### src/rtl/sgi_pkg.sv
package sgi_pkg;
  localparam int AFF_W = 32;
  localparam int ID_W = 4;
  localparam int LIST_W = 16;

  // strobes from control to datapath
  typedef struct packed {
    logic load;    // capture a non-empty request
    logic step;    // examine the CPU at the walk index
    logic finish;  // this step is the last one
  } walkCtl_t;
endpackage

### src/rtl/sgi_ctrl.sv
module sgi_ctrl
  import sgi_pkg::*;
(
  input  logic     clk,
  input  logic     rst_n,
  input  logic     reqValid,
  input  logic     emptyTarget,
  input  logic     lastStep,
  output walkCtl_t ctl,
  output logic     busy,
  output logic     done
);
  typedef enum logic {IDLE, WALK} state_t;
  state_t state;
  logic accept;

  assign accept     = reqValid && (state == IDLE);
  assign ctl.load   = accept && !emptyTarget;
  assign ctl.step   = (state == WALK);
  assign ctl.finish = (state == WALK) && lastStep;
  assign busy       = (state == WALK);

  always_ff @(posedge clk or negedge rst_n) begin
    if (!rst_n) begin
      state <= IDLE;
      done  <= 1'b0;
    end else begin
      done <= (accept && emptyTarget) || ctl.finish;
      if (ctl.load)        state <= WALK;
      else if (ctl.finish) state <= IDLE;
    end
  end
endmodule

### src/rtl/sgi_datapath.sv
module sgi_datapath
  import sgi_pkg::*;
#(
  parameter int NUM_CPUS = 8,
  parameter int CPU_W = 3
) (
  input  logic                      clk,
  input  logic                      rst_n,
  input  walkCtl_t                  ctl,
  input  logic [63:0]               reqWord,
  input  logic [CPU_W-1:0]          reqCpu,
  input  logic [NUM_CPUS*AFF_W-1:0] cpuAffinity,
  output logic                      emptyTarget,
  output logic                      lastStep,
  output logic [NUM_CPUS-1:0]       pendSet,
  output logic [ID_W-1:0]           pendId,
  output logic                      kick
);
  localparam logic [CPU_W-1:0] LAST_IDX = CPU_W'(NUM_CPUS - 1);

  logic              bcastQ;
  logic [23:0]       affUpQ;
  logic [LIST_W-1:0] maskQ, maskNext;
  logic [CPU_W-1:0]  reqCpuQ, idxQ;
  logic              anyHitQ;
  logic [AFF_W-1:0]  curAff;
  logic              hit;

  assign emptyTarget = !reqWord[40] && (reqWord[15:0] == '0);
  assign curAff = cpuAffinity[idxQ*AFF_W +: AFF_W];

  always_comb begin
    if (bcastQ)
      hit = (idxQ != reqCpuQ);
    else
      hit = (curAff[31:8] == affUpQ) && (curAff[7:4] == 4'd0) && maskQ[curAff[3:0]];
    maskNext = maskQ;
    if (hit && !bcastQ) maskNext[curAff[3:0]] = 1'b0;
    lastStep = (idxQ == LAST_IDX) || (!bcastQ && (maskNext == '0));
  end

  for (genvar g = 0; g < NUM_CPUS; g++) begin : g_pend
    assign pendSet[g] = ctl.step && hit && (idxQ == CPU_W'(g));
  end

  always_ff @(posedge clk or negedge rst_n) begin
    if (!rst_n) begin
      pendId  <= '0;
      bcastQ  <= 1'b0;
      affUpQ  <= '0;
      maskQ   <= '0;
      reqCpuQ <= '0;
      idxQ    <= '0;
      anyHitQ <= 1'b0;
      kick    <= 1'b0;
    end else begin
      kick <= ctl.finish && (anyHitQ || hit);
      if (ctl.load) begin
        pendId  <= reqWord[27:24];
        bcastQ  <= reqWord[40];
        affUpQ  <= {reqWord[55:48], reqWord[39:32], reqWord[23:16]};
        maskQ   <= reqWord[15:0];
        reqCpuQ <= reqCpu;
        idxQ    <= '0;
        anyHitQ <= 1'b0;
      end else if (ctl.step) begin
        maskQ   <= maskNext;
        idxQ    <= idxQ + 1'b1;
        anyHitQ <= anyHitQ || hit;
      end
    end
  end
endmodule

### src/rtl/sgi_dispatch.sv
module sgi_dispatch
  import sgi_pkg::*;
#(
  parameter int NUM_CPUS = 8,
  localparam int CPU_W = (NUM_CPUS > 1) ? $clog2(NUM_CPUS) : 1
) (
  input  logic                      clk,
  input  logic                      rst_n,
  input  logic                      reqValid,
  input  logic [63:0]               reqWord,
  input  logic [CPU_W-1:0]          reqCpu,
  input  logic [NUM_CPUS*AFF_W-1:0] cpuAffinity,
  output logic [NUM_CPUS-1:0]       pendSet,
  output logic [ID_W-1:0]           pendId,
  output logic                      kick,
  output logic                      done,
  output logic                      busy
);
  walkCtl_t ctl;
  logic emptyTarget, lastStep;

  sgi_ctrl i_ctrl (
    .clk(clk), .rst_n(rst_n), .reqValid(reqValid),
    .emptyTarget(emptyTarget), .lastStep(lastStep),
    .ctl(ctl), .busy(busy), .done(done)
  );

  sgi_datapath #(.NUM_CPUS(NUM_CPUS), .CPU_W(CPU_W)) i_dp (
    .clk(clk), .rst_n(rst_n), .ctl(ctl), .reqWord(reqWord),
    .reqCpu(reqCpu), .cpuAffinity(cpuAffinity),
    .emptyTarget(emptyTarget), .lastStep(lastStep),
    .pendSet(pendSet), .pendId(pendId), .kick(kick)
  );
endmodule

### config.mk
export PLATFORM = sky130hd
export DESIGN_NAME = sgi_dispatch
export DESIGN_NICKNAME = d
export VERILOG_FILES = /design/src/rtl/sgi_pkg.sv /design/src/rtl/sgi_ctrl.sv /design/src/rtl/sgi_datapath.sv /design/src/rtl/sgi_dispatch.sv
export SDC_FILE = /design/constraint.sdc
export NUM_CORES = 1
export LEC_CHECK = 0
export BUFFER_PORTS_ARGS = -buffer_cell sky130_fd_sc_hd__buf_4
export CAP_MARGIN = 40
export CORE_MARGIN = 4
export CORE_UTILIZATION = 30
export CTS_BUF_LIST = sky130_fd_sc_hd__clkbuf_4 sky130_fd_sc_hd__clkbuf_8 sky130_fd_sc_hd__clkbuf_16
export DETAILED_ROUTE_END_ITERATION = 8
export PLACE_DENSITY_LB_ADDON = 0.1
export SLEW_MARGIN = 5
export SYNTH_ARGS = -nofsm -noshare
export SYNTH_HDL_FRONTEND = slang
export SYNTH_SLANG_ARGS = --single-unit
export TNS_END_PERCENT = 1
### constraint.sdc
create_clock -name clk -period 5.11 [get_ports clk]
set_input_delay 1.022 -clock clk [delete_from_list [all_inputs] [get_ports clk]]
set_output_delay 1.022 -clock clk [all_outputs]
set_load 0.01 [all_outputs]
==> results.py <==
metrics = {
    "final_layout": {
        "diodes": 0,
        "stdcell_count": 1083,
        "nets": 1194,
        "syn_to_final_growth_pct": 57.63,
        "layout-drive-gt1-share": 0.4797,
        "n_fill_cell": 1633,
    },
    "drt": {
        "drt-pass1-iter-count": 5,
        "via_per_inst": 5.144,
        "drtIter0Drc": 201,
        "vias": 5571,
        "detail_route.wl_per_cell_um": 20.48,
        "drcViolationCount": 0,
        "postRouteAntennaNets": 0,
        "routed_wl_um": 22180,
    },
    "clock_tree": {
        "tritoncts": "yes",
        "cts_made_buffers": 5,
        "cts-root-buf": "clkbuf_16",
        "cts_sinks": 55,
        "clock_latency_ns": 0.31,
        "path_clk_slew_ns": 0.09,
        "htreeDepth": 2,
        "cts_buffer_depth": 2,
        "holdBufCountCts": 0,
    },
    "power_and_ir_drop": {
        "p_leak_uw": 0.003884,
        "totalPowerFinal_uw": 3847,
        "ir_drop_uv": 213.5,
        "power_density_nw_per_um2": 482.4,
    },
    "floorplanning": {
        "die_w_um": 137.9,
        "initial_utilization": 0.3061,
        "die_area_um2": 19000,
        "coreArea_um2": 16520,
        "die_y_um": 137.9,
        "ioPinCount": 341,
        "rows": 47,
    },
    "synth": {
        "synthTopCellsByCount": "130 x nand2_1, 59 x mux2i_1, 55 x dfrtp_1, 37 x mux4_2, 20 x nor2_1",
        "yosysSeqAreaShare": 0.2721,
        "async_flop_share": 1.000,
        "ys_warn_count": 0,
        "syn_area_per_cell_um2": 9.350,
        "yosysMostFrequentCell": "nand2_1",
        "synth.distinct_cells": 57,
        "synth_cells": 541,
        "synth_nets": 873,
        "synth-edff-count": 0,
        "ys_top_cells_by_area": "dfrtp_1 27%, mux4_2 16%, mux2i_1 12%",
        "syn_area_um2": 5059,
        "synthFlopType": "dfrtp_1",
        "yosysTopAreaCell": "dfrtp_1",
        "synth-seq-cells": 55,
        "yosysTopAreaCellShare": 0.2721,
    },
    "outcome": {
        "outcome": "finished clean",
    },
    "placement": {
        "dpl_worst_slack_ns": -0.002510,
        "io_buffers": 321,
        "dp_hpwl_um": 18190,
        "gp_congestion": 0.8667,
        "placed_cells": 1070,
    },
    "job": {
        "drv_cap": 0,
    },
    "global_route": {
        "antenna_found_initial": 0,
        "grt_max_degree": 56,
        "track_usage": 0.2276,
        "grt_overflow": 0,
        "grt_pass1_wl_um": 32840,
        "grt_pass1_vias": 6027,
    },
    "worst_setup_path": {
        "start_kind": "primary input",
        "r2r_slack_ns": 1.04,
        "arrival_ns": 3.92,
        "reg2regPathDepth": 15,
        "end_kind": "output pin",
        "path_max_fanout": 3,
        "cp.required_ns": 4.09,
        "crit_type": "in2out",
    },
    "sta": {
        "slew_viol_final": 0,
        "fin_crit_ns": 4.944,
        "fin_hold_ws_ns": 0.4881,
        "timing.final.ws_setup_ns": 0.1663,
        "hold_violations": 0,
        "slew_headroom": 0.4117,
        "finalSetupViolations": 0,
        "period_share": 0.9675,
        "worst_slew_pin_slew_ns": 0.8793,
        "timing.fmax_mhz": 202.3,
        "fin_skew_ns": 0.01013,
    },
    "min_path": {
        "whs_path_depth": 2,
        "hp-class": "reg2reg",
    },
}
flip-flops by register name, summed over array words and instances (netlist names):
name          flops
i_dp.maskQ       16
i_dp.reqCpuQ      3
i_dp.anyHitQ      1
i_dp.pendId       4
i_dp.affUpQ      24
i_dp.idxQ         3
i_dp.kick         1
i_ctrl.busy       1
i_dp.bcastQ       1
i_ctrl.done       1
final cells by class:
type,instances,area (um2),share of cell area
sequential,55,1385,0.1737
tap,220,275.3,0.03452
timing repair buffer,347,2666,0.3344
clock buffer,5,125.1,0.01569
multi-input combinational,441,3448,0.4324
clock inverter,3,28.78,0.003609
inverter,12,45.04,0.005649
power breakdown:
part | switching, uW | internal (uW) | leakage, uW | total (uW)
clock network | 190 | 190 | 0.0000767 | 379
logic | 1350 | 1280 | 0.00313 | 2630
registers | 199 | 639 | 0.000680 | 838
total | 1740 | 2110 | 0.00388 | 3850
repair_timing:
item / 4_1_cts / 5_1_grt
resized for setup: 2 / 7
setup buffers: 5 / 0
pin swaps: 0 / 3
setup endpoints to repair: 6 / 6
worst paths after layout:
kind,to,from
worst max-delay path,pendSet[5],cpuAffinity[218]
worst min-delay path,i_dp.pendId[1],i_dp.pendId[1]
worst max register to register,i_ctrl.busy,i_dp.idxQ[0]
worst min register to register,i_dp.pendId[1],i_dp.pendId[1]
max in group asynchronous,i_dp.idxQ[1],rst_n
min in group asynchronous,i_dp.maskQ[11],rst_n
cell usage in the layout, fill, tap and decap left out, drive strengths merged, types with 11 or more instances in the layout:
cell / count
o21ai: 16
xor2: 11
dfrtp: 55
a22o: 12
mux4: 37
buf: 347
a21oi: 19
mux2i: 59
nand2: 131
nor4: 14
inv: 14
nor2: 20
layer usage:
layer,vias up,routed length [um],global-route usage
met5,-,0,0
met4,0,398,0.05104
met3,23,1721,0.04608
met2,227,11730,0.4298
met1,2667,8325,0.2636
li1,2654,-,-
critical path: stages:
cell and delay [ns]:
buf_4 0.11, mux4_2 0.47, mux2i_2 0.19, xor2_1 0.19, nand3_1 0.10, or4_4 0.56, nor4b_4 0.31, nand2_2 0.11
o22ai_4 0.22, nand2_1 0.13, nor2_2 0.21, and2_4 0.17, buf_4 0.12
logic make-up after synthesis:
family | count (synthesis) | synth area share
multiplexers | 105 | 0.3015
AO/OA/AOI/OAI | 95 | 0.1301
buffers and inverters | 45 | 0.05367
XOR/XNOR | 19 | 0.03290
adder cells (fa/ha/maj) | 6 | 0.01484
AND/OR/NAND/NOR | 216 | 0.1949
flip-flops | 55 | 0.2721
per-stage QoR:
stage	cell area (um2)	TNS, ns	util
final	7974	0	0.4825
after global routing	7974	-0.01599	0.4825
after CTS	7944	0	0.4807
after detailed placement	7724	-0.002510	0.4674
after global placement	7724	-0.07554	0.4674
after floorplan	5059	0	-
Note: power is estimated with default switching activity, not from simulation.
